--- src/rtl/serial_rx_pkg.sv ---
`timescale 1ns/1ps
package serial_rx_pkg;

   typedef enum logic [2:0] {
      RX_IDLE  = 3'd0,
      RX_START = 3'd1,
      RX_DATA  = 3'd2,
      RX_PAR   = 3'd3,
      RX_STOP  = 3'd4
   } rx_state_e;

   // Expected parity bit: even -> XOR of the data, odd -> its inverse
   function automatic logic expected_parity(input logic red_xor, input logic odd_sel);
      return red_xor ^ odd_sel;
   endfunction

endpackage

--- src/rtl/serial_rx_sync.sv ---
`timescale 1ns/1ps
module serial_rx_sync #(
   parameter int   STAGES    = 2,
   parameter logic RESET_VAL = 1'b1
) (
   input  logic clk,
   input  logic rst_n,
   input  logic d_async,
   output logic d_sync
);

   logic [STAGES-1:0] chain_q;

   generate
      if (STAGES < 2) begin : g_bad_stages
         $error("serial_rx_sync: STAGES must be at least 2");
      end

      genvar gi;
      for (gi = 0; gi < STAGES; gi++) begin : g_stage
         if (gi == 0) begin : g_first
            always_ff @(posedge clk or negedge rst_n) begin
               if (!rst_n) chain_q[0] <= RESET_VAL;
               else        chain_q[0] <= d_async;
            end
         end else begin : g_next
            always_ff @(posedge clk or negedge rst_n) begin
               if (!rst_n) chain_q[gi] <= RESET_VAL;
               else        chain_q[gi] <= chain_q[gi-1];
            end
         end
      end
   endgenerate

   assign d_sync = chain_q[STAGES-1];

endmodule

--- src/rtl/serial_rx_timer.sv ---
`timescale 1ns/1ps
module serial_rx_timer #(
   parameter int OVS = 16
) (
   input  logic clk,
   input  logic rst_n,
   input  logic tick,
   input  logic clear,
   output logic half_hit,
   output logic full_hit
);

   localparam int CNT_W = $clog2(OVS);
   localparam int HALF  = OVS / 2;

   logic [CNT_W-1:0] cnt_q;

   generate
      if (OVS < 4 || (OVS % 2) != 0) begin : g_bad_ovs
         $error("serial_rx_timer: OVS must be even and at least 4");
      end
   endgenerate

   assign half_hit = tick && (cnt_q == CNT_W'(HALF - 1));
   assign full_hit = tick && (cnt_q == CNT_W'(OVS - 1));

   always_ff @(posedge clk or negedge rst_n) begin
      if (!rst_n) begin
         cnt_q <= '0;
      end else if (clear) begin
         cnt_q <= '0;
      end else if (tick) begin
         if (full_hit) cnt_q <= '0;
         else          cnt_q <= cnt_q + 1'b1;
      end
   end

endmodule

--- src/rtl/serial_rx_fsm.sv ---
`timescale 1ns/1ps
module serial_rx_fsm
   import serial_rx_pkg::*;
#(
   parameter int DATA_W      = 8,
   parameter bit PAR_SUPPORT = 1'b1
) (
   input  logic              clk,
   input  logic              rst_n,
   input  logic              tick,
   input  logic              line,
   input  logic              half_hit,
   input  logic              full_hit,
   input  logic              par_en,
   input  logic              par_odd,
   output logic              timer_clear,
   output logic [DATA_W-1:0] data_out,
   output logic              push,
   output logic              frame_err,
   output logic              parity_err
);

   localparam int IDX_W = $clog2(DATA_W);
   localparam logic [IDX_W-1:0] LAST_IDX = IDX_W'(DATA_W - 1);

   rx_state_e         state_q;
   logic [IDX_W-1:0]  idx_q;
   logic [DATA_W-1:0] shift_q;
   logic              par_bit_q;
   logic              cfg_en_q;
   logic              cfg_odd_q;
   logic              confirm;
   logic              par_bad;
   logic              par_en_eff;

   generate
      if (DATA_W < 2) begin : g_bad_width
         $error("serial_rx_fsm: DATA_W must be at least 2");
      end
      if (PAR_SUPPORT) begin : g_par_on
         assign par_en_eff = par_en;
      end else begin : g_par_off
         assign par_en_eff = 1'b0;
      end
   endgenerate

   assign confirm     = (state_q == RX_START) && half_hit && !line;
   assign timer_clear = (state_q == RX_IDLE) || confirm;
   assign par_bad     = cfg_en_q &&
                        (par_bit_q != expected_parity(^shift_q, cfg_odd_q));

   always_ff @(posedge clk or negedge rst_n) begin
      if (!rst_n) begin
         state_q    <= RX_IDLE;
         idx_q      <= '0;
         shift_q    <= '0;
         par_bit_q  <= 1'b0;
         cfg_en_q   <= 1'b0;
         cfg_odd_q  <= 1'b0;
         data_out   <= '0;
         push       <= 1'b0;
         frame_err  <= 1'b0;
         parity_err <= 1'b0;
      end else begin
         push       <= 1'b0;
         frame_err  <= 1'b0;
         parity_err <= 1'b0;
         unique case (state_q)
            RX_IDLE: begin
               if (tick && !line) state_q <= RX_START;
            end
            RX_START: begin
               if (half_hit) begin
                  if (line) begin
                     state_q <= RX_IDLE;
                  end else begin
                     state_q   <= RX_DATA;
                     idx_q     <= '0;
                     cfg_en_q  <= par_en_eff;
                     cfg_odd_q <= par_odd;
                  end
               end
            end
            RX_DATA: begin
               if (full_hit) begin
                  shift_q <= {line, shift_q[DATA_W-1:1]};
                  if (idx_q == LAST_IDX) begin
                     state_q <= cfg_en_q ? RX_PAR : RX_STOP;
                  end else begin
                     idx_q <= idx_q + 1'b1;
                  end
               end
            end
            RX_PAR: begin
               if (full_hit) begin
                  par_bit_q <= line;
                  state_q   <= RX_STOP;
               end
            end
            RX_STOP: begin
               if (full_hit) begin
                  state_q <= RX_IDLE;
                  if (!line) begin
                     frame_err <= 1'b1;
                  end else if (par_bad) begin
                     parity_err <= 1'b1;
                  end else begin
                     push     <= 1'b1;
                     data_out <= shift_q;
                  end
               end
            end
            default: state_q <= RX_IDLE;
         endcase
      end
   end

endmodule

--- src/rtl/serial_rx_core.sv ---
`timescale 1ns/1ps
module serial_rx_core #(
   parameter int DATA_W      = 8,
   parameter int OVS         = 16,
   parameter int SYNC_STAGES = 2,
   parameter bit PAR_SUPPORT = 1'b1
) (
   input  logic              clk,
   input  logic              rst_n,
   input  logic              tick16,
   input  logic              rx_in,
   input  logic              par_en,
   input  logic              par_odd,
   output logic [DATA_W-1:0] rx_data,
   output logic              rx_push,
   output logic              rx_frame_err,
   output logic              rx_parity_err
);

   logic line_s;
   logic half_hit;
   logic full_hit;
   logic timer_clear;

   serial_rx_sync #(
      .STAGES    (SYNC_STAGES),
      .RESET_VAL (1'b1)
   ) u_sync (
      .clk     (clk),
      .rst_n   (rst_n),
      .d_async (rx_in),
      .d_sync  (line_s)
   );

   serial_rx_timer #(
      .OVS (OVS)
   ) u_timer (
      .clk      (clk),
      .rst_n    (rst_n),
      .tick     (tick16),
      .clear    (timer_clear),
      .half_hit (half_hit),
      .full_hit (full_hit)
   );

   serial_rx_fsm #(
      .DATA_W      (DATA_W),
      .PAR_SUPPORT (PAR_SUPPORT)
   ) u_fsm (
      .clk         (clk),
      .rst_n       (rst_n),
      .tick        (tick16),
      .line        (line_s),
      .half_hit    (half_hit),
      .full_hit    (full_hit),
      .par_en      (par_en),
      .par_odd     (par_odd),
      .timer_clear (timer_clear),
      .data_out    (rx_data),
      .push        (rx_push),
      .frame_err   (rx_frame_err),
      .parity_err  (rx_parity_err)
   );

endmodule

--- config.mk ---
export PLATFORM = sky130hd
export DESIGN_NAME = serial_rx_core
export DESIGN_NICKNAME = d
export VERILOG_FILES = /design/src/rtl/serial_rx_pkg.sv /design/src/rtl/serial_rx_sync.sv /design/src/rtl/serial_rx_timer.sv /design/src/rtl/serial_rx_fsm.sv /design/src/rtl/serial_rx_core.sv
export SDC_FILE = /design/constraint.sdc
export NUM_CORES = 1
export LEC_CHECK = 0
export ABC_AREA = 1
export BUFFER_PORTS_ARGS = -buffer_cell sky130_fd_sc_hd__buf_2
export CAP_MARGIN = 20
export CORE_MARGIN = 3
export CORE_UTILIZATION = 50
export DETAILED_ROUTE_END_ITERATION = 6
export GPL_TIMING_DRIVEN = 0
export PLACE_DENSITY_LB_ADDON = 0.3
export SLEW_MARGIN = 0
export SYNTH_ARGS = -nofsm -noshare
export SYNTH_HDL_FRONTEND = slang
export SYNTH_SLANG_ARGS = --single-unit
--- constraint.sdc ---
create_clock -name clk -period 3.98 [get_ports clk]
set_input_delay 0.597 -clock clk [delete_from_list [all_inputs] [get_ports clk]]
set_output_delay 0.597 -clock clk [all_outputs]
set_load 0.02 [all_outputs]
==> qor.yml, run 1 <==
synthesis:
  ys.flop_type: "dfrtp_1"
  ys_async_sr_fraction_pct: 100
  synth_edf_count: 0
  synth_cells: 203
  mappedNetlistArea_sq_um: 1740
  seq_area_frac_synth_pct: 49.1
  syn-num-nets: 212
  avgSynthCellArea_sq_um: 8.56
  yosys_warnings: 0
  synth-seq-cells: 34
  yosys.cell_types.count: 34
clock_tree:
  clockBufferDepth: 2
  clock_sinks: 34
  cts_buffers: 5
  ctsHoldBuffers: 0
  cts.reportedPaths.clkPinSlew_ns: 0.10
  cts_resized: 0
  cts_max_level: 2
  post-cts-setup-buffers: 0
  clkLatencyLatePin_ns: 0.34
  cts_tree: "built"
  cts-root-buf: "clkbuf_4"
layout:
  diodes: 0
  layout-drive-gt1-share_pct: 25.2
  layout_commonest_cell: "nand2_1"
  num-fill-cells: 304
  fin_util_pct: 61.5
  syn2layout_area_growth_pct: 12.4
  mostFrequentLayoutCells: "66 x nand2_1, 32 x dfrtp_1, 16 x buf_2"
  design_area_sq_um: 1950
  stdcell_count: 270
  fin_nets: 234
sta:
  tightest_slew_ns: 0.729
  final-setup-viol-count: 0
  final.setup.tns_ns: 0
  period_share_pct: 39.6
  fmax_ghz: 0.634
  grt_setup_unrepaired: "false"
  hold_violations: 0
  slew-limit-headroom_pct: 51.4
  fin_crit_ns: 1.58
  skew_ns: 0.00772
  slew_violations: 0
power_and_ir_drop:
  sw_frac_of_total_pct: 33.2
  pwr-share-clk_pct: 28.4
  p_leak_nw: 1.02
  power_density_nw_per_um2: 479
  seqPwrFrac_pct: 44.4
  p_int_uw: 625
  comb_power_share_pct: 27.2
  vdd_drop_max_mv: 0.306
  switchingPower_uw: 311
critical_path:
  worstReg2RegStart: "u_fsm.idx_q[0]"
  cp_data_required_time_ns: 4.22
  cp_cell_sequence: "ha_1 -> ha_1 -> or2_4 -> a21oi_4 -> inv_2 -> nand2_2 -> o21ai_2"
  r2r_end: "u_fsm.idx_q[0]"
  startpoint_type: "flop"
  endpoint_kind: "flop"
  reg2reg_depth: 7
  endpoint: "u_fsm.idx_q[0]"
  cp.depth: 7
  critical_path_class: "flop to flop"
  rrSetupSlack_ns: 2.40
  max_stage_delay_ns: 0.43
  cp-startpoint: "u_fsm.idx_q[0]"
  cp_common_cell: "ha_1"
  critPathArrivalTime_ns: 1.81
  cp_slowest_cell: "dfrtp_1"
  crit_buf_inv: 1
  cp_top_family: "flip-flops"
  cp_max_fo: 4
floorplanning:
  core_sq_um: 3180
  ios: 17
  die_area_sq_um: 4220
  num_rows: 20
  die_w_um: 65.0
  die_y_um: 65.0
  start_util_pct: 54.7
drt:
  drc_errors: 0
  vias: 1355
  dr.pass1.iters: 5
  viasPerCell: 5.02
  wl_per_cell_um: 11.4
  ant_nets: 0
  drt_iter0_drc: 56
  wl_um: 3070
global_route:
  antenna_found_initial: 0
  grt-ovfl-total: 0
  grt_pass1_wl_um: 5920
  grtUsageTotal_pct: 18.2
  first_global_vias: 1365
  grt_start_max_net_pins: 35
place:
  place_hpwl_um: 2310
  place_area_sq_um: 1870
  place.gp.congestion: 0.805
  portBuffers: 15
  dp.cells: 262
hold_path:
  hp-class: "input port to asynchronous set/reset pin"
run_status:
  status: "finished clean"
run:
  maxCapViolCount: 0
[state kept, by name, indices dropped and copies added, names as in the netlist]
signal            count
u_fsm.push            1
u_timer.cnt_q         4
u_fsm.cfg_odd_q       1
u_sync.chain_q        1
u_fsm.parity_err      1
u_fsm.cfg_en_q        1
u_fsm.state_q         3
u_fsm.data_out        8
u_fsm.shift_q         8
u_fsm.par_bit_q       1
u_fsm.frame_err       1
u_fsm.idx_q           3
u_sync.d_sync         1
[worst register-to-register path, stage by stage, from the launching register on]
cell	delay (ns)
dfrtp_1	0.43
ha_1	0.22
ha_1	0.17
or2_4	0.27
a21oi_4	0.20
inv_2	0.07
nand2_2	0.06
o21ai_2	0.05
[how the worst min path moves through the flow]
stage	startpoint	to	slack (ns)	depth (start not counted)
after floorplan	rst_n	u_fsm.cfg_en_q	0.30	0
after global placement	u_sync.chain_q[0]	u_sync.d_sync	0.35	0
after detailed placement	u_sync.chain_q[0]	u_sync.d_sync	0.35	0
after CTS	rst_n	u_fsm.data_out[5]	0.31	1
after global routing	rst_n	u_fsm.data_out[5]	0.33	1
final	rst_n	u_fsm.data_out[5]	0.30	1
[power by group through the flow]
stage / Sequential (mW) / Clock [mW] / Combinational [mW]
6_report: 0.416 / 0.266 / 0.255
5_1_grt: 0.423 / 0.288 / 0.294
4_1_cts: 0.416 / 0.276 / 0.257
3_5_place_dp: 0.423 / 0 / 0.256
3_3_place_gp: 0.421 / 0 / 0.250
2_1_floorplan: 0.417 / 0 / 0.212
[cell usage after synthesis (2+ instances only)]
library cell	instances	area [sq um]
a21oi_1	7	35.0
dfrtp_1	32	801
dfstp_2	2	52.6
ha_1	3	37.5
inv_1	13	48.8
inv_2	9	33.8
nand2_1	66	248
nand2_2	6	37.5
nand2_4	2	22.5
nand3_1	13	65.1
nand3_4	2	35.0
nor2_1	8	30.0
nor3_1	3	15.0
nor3_2	2	20.0
o21a_1	2	15.0
o21ai_0	2	10.0
o21ai_1	13	65.1
o21ai_2	2	17.5
[logic make-up (layout without fill, tap and decap cells)]
logic type | count (synthesis) | in the layout | share of synthesized area, %
xor gates and xnor gates | 2 | 2 | 1.01
buffers and inverters | 25 | 48 | 5.83
DFF | 34 | 34 | 49.1
AOI/OAI and AO/OA | 30 | 30 | 10.4
and+or+nand+nor | 108 | 108 | 30.8
adders and majority gates | 3 | 3 | 2.16
muxes | 1 | 1 | 0.648
[layer usage]
metal | wire (um) | track usage (%) | up-vias
li1 | - | - | 701
met1 | 1320 | 21.4 | 615
met2 | 1540 | 31.2 | 31
met3 | 158 | 5.72 | 8
met4 | 61 | 6.60 | 0
met5 | 0 | 0 | -
[layout make-up]
| type | count | area (sq um) | area share, % |
|---|---|---|---|
| inverters | 23 | 88.8 | 4.55 |
| repair buffers | 15 | 75.1 | 3.84 |
| clock inverters | 1 | 30.0 | 1.54 |
| flip-flops and latches | 34 | 853 | 43.7 |
| clock buffers | 7 | 55.1 | 2.82 |
| plain buffers | 2 | 12.5 | 0.641 |
| well taps | 44 | 55.1 | 2.82 |
| multi-input cells | 144 | 783 | 40.1 |
[through the flow]
step | total power [mW] | hold WS, ns | setup WS [ns]
after floorplan | 0.629 | 0.301 | 2.38
after global placement | 0.671 | 0.345 | 2.23
after detailed placement | 0.679 | 0.349 | 2.22
after CTS | 0.950 | 0.309 | 2.39
after global routing | 1.01 | 0.331 | 2.27
final | 0.936 | 0.299 | 2.40
Note: power is estimated with default switching activity, not from simulation.
==> run 2, diff against run 1 <==
ABC_AREA = 0   (was 1)
clock period = 1.5 ns   (was 3.98 ns; I/O delays follow)
==> qor.yml, run 2 <==
power_and_ir_drop:
  pwr-share-clk_pct: 26.7  # was 28.4%
  power_density_nw_per_um2: 791  # was 479 nW/um^2
  sw_frac_of_total_pct: 28.1  # was 33.2%
  comb_power_share_pct: 16.1  # was 27.2%
  p_int_mw: 1.23  # was 625 uW
  vdd_drop_max_mv: 0.598  # was 0.306 mV
  seqPwrFrac_pct: 57.3  # was 44.4%
  switchingPower_uw: 483  # was 311 uW
  p_leak_nw: 1.05  # was 1.02 nW
critical_path:
  endpoint_kind: "flop"  # unchanged
  worstReg2RegStart: "u_fsm.shift_q[5]"  # was u_fsm.idx_q[0]
  critical_path_class: "flop to flop"  # unchanged
  endpoint: "u_fsm.data_out[0]"  # was u_fsm.idx_q[0]
  r2r_end: "u_fsm.data_out[0]"  # was u_fsm.idx_q[0]
  startpoint_type: "flop"  # unchanged
  critPathArrivalTime_ns: 2.26  # was 1.81 ns
  reg2reg_depth: 6  # was 7
  cp_data_required_time_ns: 1.71  # was 4.22 ns
  rrSetupSlack_ns: -0.55  # was 2.40 ns
  cp-startpoint: "u_fsm.shift_q[5]"  # was u_fsm.idx_q[0]
  cp_max_fo: 4  # unchanged
floorplanning:
  num_rows: 19  # was 20
  core_sq_um: 2880  # was 3180 sq um
  ios: 17  # unchanged
  start_util_pct: 54.3  # was 54.7%
  die_w_um: 61.9  # was 65.0 um
  die_y_um: 61.9  # was 65.0 um
  die_area_sq_um: 3830  # was 4220 sq um
place:
  place.gp.congestion: 0.878  # was 0.805
  place_hpwl_um: 1890  # was 2310 um
  portBuffers: 15  # unchanged
  dp.cells: 187  # was 262
drt:
  drt_iter0_drc: 36  # was 56
  wl_um: 3450  # was 3070 um
  viasPerCell: 5.41  # was 5.02
  dr.pass1.iters: 4  # was 5
  vias: 1196  # was 1355
  wl_per_cell_um: 15.6  # was 11.4 um
  drc_errors: 0  # unchanged
  ant_nets: 0  # unchanged
global_route:
  grt-ovfl-total: 0  # unchanged
  first_global_vias: 1171  # was 1365
  grtUsageTotal_pct: 19.2  # was 18.2%
  antenna_found_initial: 0  # unchanged
  grt_start_max_net_pins: 35  # unchanged
  grt_pass1_wl_um: 5230  # was 5920 um
clock_tree:
  clock_sinks: 34  # unchanged
  cts_max_level: 2  # unchanged
  cts_buffers: 5  # unchanged
  cts-root-buf: "clkbuf_4"  # unchanged
  cts.reportedPaths.clkPinSlew_ns: 0.10  # about the same
  cts_tree: "built"  # unchanged
  clockBufferDepth: 2  # unchanged
  clkLatencyLatePin_ns: 0.32  # was 0.34 ns
sta:
  slew_violations: 0  # unchanged
  tightest_slew_ns: 0.721  # was 0.729 ns
  whs_ns: 0.130  # was 0.299 ns
  hold_violations: 0  # unchanged
  final-setup-viol-count: 29  # was 0
  finalWorstSetupSlack_ns: -0.550  # was 2.40 ns
  fmax_ghz: 0.488  # was 0.634 GHz
  period_share_pct: 137  # was 39.6%
  fin_crit_ns: 2.05  # was 1.58 ns
  slew-limit-headroom_pct: 51.9  # was 51.4%
  skew_ns: 0.00761  # was 0.00772 ns
  grt_setup_unrepaired: "true"  # was false
synthesis:
  mappedNetlistArea_sq_um: 1560  # was 1740 sq um
  avgSynthCellArea_sq_um: 12.0  # was 8.56 sq um
  synthTopCellsByCount: "32 x dfrtp_1, 20 x mux2_2, 10 x nor2_1, 9 x nand2_1, 9 x xnor2_1"  # was 66 x nand2_1, 32 x dfrtp_1, 13 x inv_1, 13 x nand3_1, 13 x o21ai_1
  seq_area_frac_synth_pct: 54.6  # was 49.1%
  ys_async_sr_fraction_pct: 100  # unchanged
  syn-num-nets: 139  # was 212
  yosysTopAreaCellShare_pct: 51.3  # was 46.1%
  yosys-top-cells-area: "dfrtp_1 51%, mux2_2 14%, xnor2_1 5.0%"  # was dfrtp_1 46%, nand2_1 14%, nand3_1 3.7%
  synth_top_area_cell: "dfrtp_1"  # unchanged
  yosysMostFrequentCell: "dfrtp_1"  # was nand2_1
  ys.flop_type: "dfrtp_1"  # unchanged
  synth_cells: 130  # was 203
  synth-seq-cells: 34  # unchanged
  yosys_warnings: 0  # unchanged
  synth_edf_count: 0  # unchanged
  yosys.cell_types.count: 30  # was 34
layout:
  diodes: 0  # unchanged
  layout-drive-gt1-share_pct: 48.0  # was 25.2%
  stdcell_count: 221  # was 270
  fin_nets: 187  # was 234
  syn2layout_area_growth_pct: 39.1  # was 12.4%
  largestRegisters: "u_fsm.data_out x8, u_fsm.shift_q x8, u_timer.cnt_q x4"  # unchanged
  mostFrequentLayoutCells: "32 x dfrtp_1, 18 x mux2_4, 16 x buf_2, 15 x buf_4"  # was 66 x nand2_1, 32 x dfrtp_1, 16 x buf_2
  layout_commonest_cell: "dfrtp_1"  # was nand2_1
  num-fill-cells: 166  # was 304
hold_path:
  hp-class: "input port to flop"  # was input port to asynchronous set/reset pin
run_status:
  violations: "negative setup slack"
  status: "complete, but fails checks"  # was finished clean
run:
  maxCapViolCount: 0  # unchanged
run 2: worst max-delay path, cell delays in order (launching register included):
cell,delay (ns)
dfrtp_1,0.43
xnor2_1,0.17
xnor3_1,0.47
xnor2_2,0.19
a21oi_4,0.21
buf_4,0.15
mux2_2,0.32
run 2: worst min path at each step:
stage	from	endpoint	slack (ns)	depth (start not counted)
2_1_floorplan	rst_n	u_fsm.cfg_en_q	-0.07	0
3_3_place_gp	rst_n	u_timer.cnt_q[2]	0.32	1
3_5_place_dp	rst_n	u_fsm.state_q[2]	0.32	1
4_1_cts	par_odd	u_fsm.cfg_odd_q	0.13	2
5_1_grt	par_odd	u_fsm.cfg_odd_q	0.12	2
6_report	par_en	u_fsm.cfg_en_q	0.13	2
run 2: layout make-up:
| type | count | area, sq um | area share (%) |
|---|---|---|---|
| well taps | 42 | 52.6 | 2.42 |
| clock buffers | 8 | 48.8 | 2.25 |
| repair buffers | 43 | 349 | 16.1 |
| plain buffers | 1 | 5.00 | 0.230 |
| multi-input cells | 87 | 841 | 38.7 |
| flip-flops and latches | 34 | 853 | 39.3 |
| inverters | 6 | 22.5 | 1.04 |
run 2: kinds of logic after synthesis:
| logic type | count (synthesis) | synth area share, % |
|---|---|---|
| AOI/OAI and AO/OA | 14 | 6.25 |
| xor gates and xnor gates | 10 | 6.49 |
| adders and majority gates | 3 | 2.40 |
| buffers and inverters | 9 | 2.24 |
| DFF | 34 | 54.6 |
| muxes | 24 | 17.0 |
| and+or+nand+nor | 36 | 11.0 |
run 2: power groups by stage:
stage	clock [mW]	combinational, mW	sequential [mW]
6_report	0.458	0.276	0.983
3_5_place_dp	0	0.191	0.997
2_1_floorplan	0	0.140	0.989
3_3_place_gp	0	0.180	0.996
5_1_grt	0.509	0.303	0.988
4_1_cts	0.472	0.224	0.975
run 2: repair_timing:
action	in CTS	in global routing
resized for setup	25	24
hold buffers	2	0
buffers inserted	17	12
setup endpoints to repair	27	30
endpoints found under the hold margin	33	0
pin swaps	12	18
run 2: per-stage QoR:
stage	utilization [%]	total power [mW]	instance area (sq um)	setup TNS, ns	worst slack [ns]
final	75.5	1.72	2170	-7.96	-0.550
after floorplan	-	1.13	1570	-3.56	-0.341
after detailed placement	59.1	1.19	1700	-8.42	-0.603
after global routing	75.5	1.80	2170	-9.98	-0.609
after global placement	59.1	1.18	1700	-7.26	-0.544
after CTS	69.9	1.67	2010	-5.43	-0.479
run 2: layer usage:
layer	vias to the layer above	wire length, um	GRT usage, %
li1	556	-	-
met1	592	1470	24.2
met2	39	1750	29.3
met3	9	159	5.79
met4	0	78	10.6
met5	-	0	0
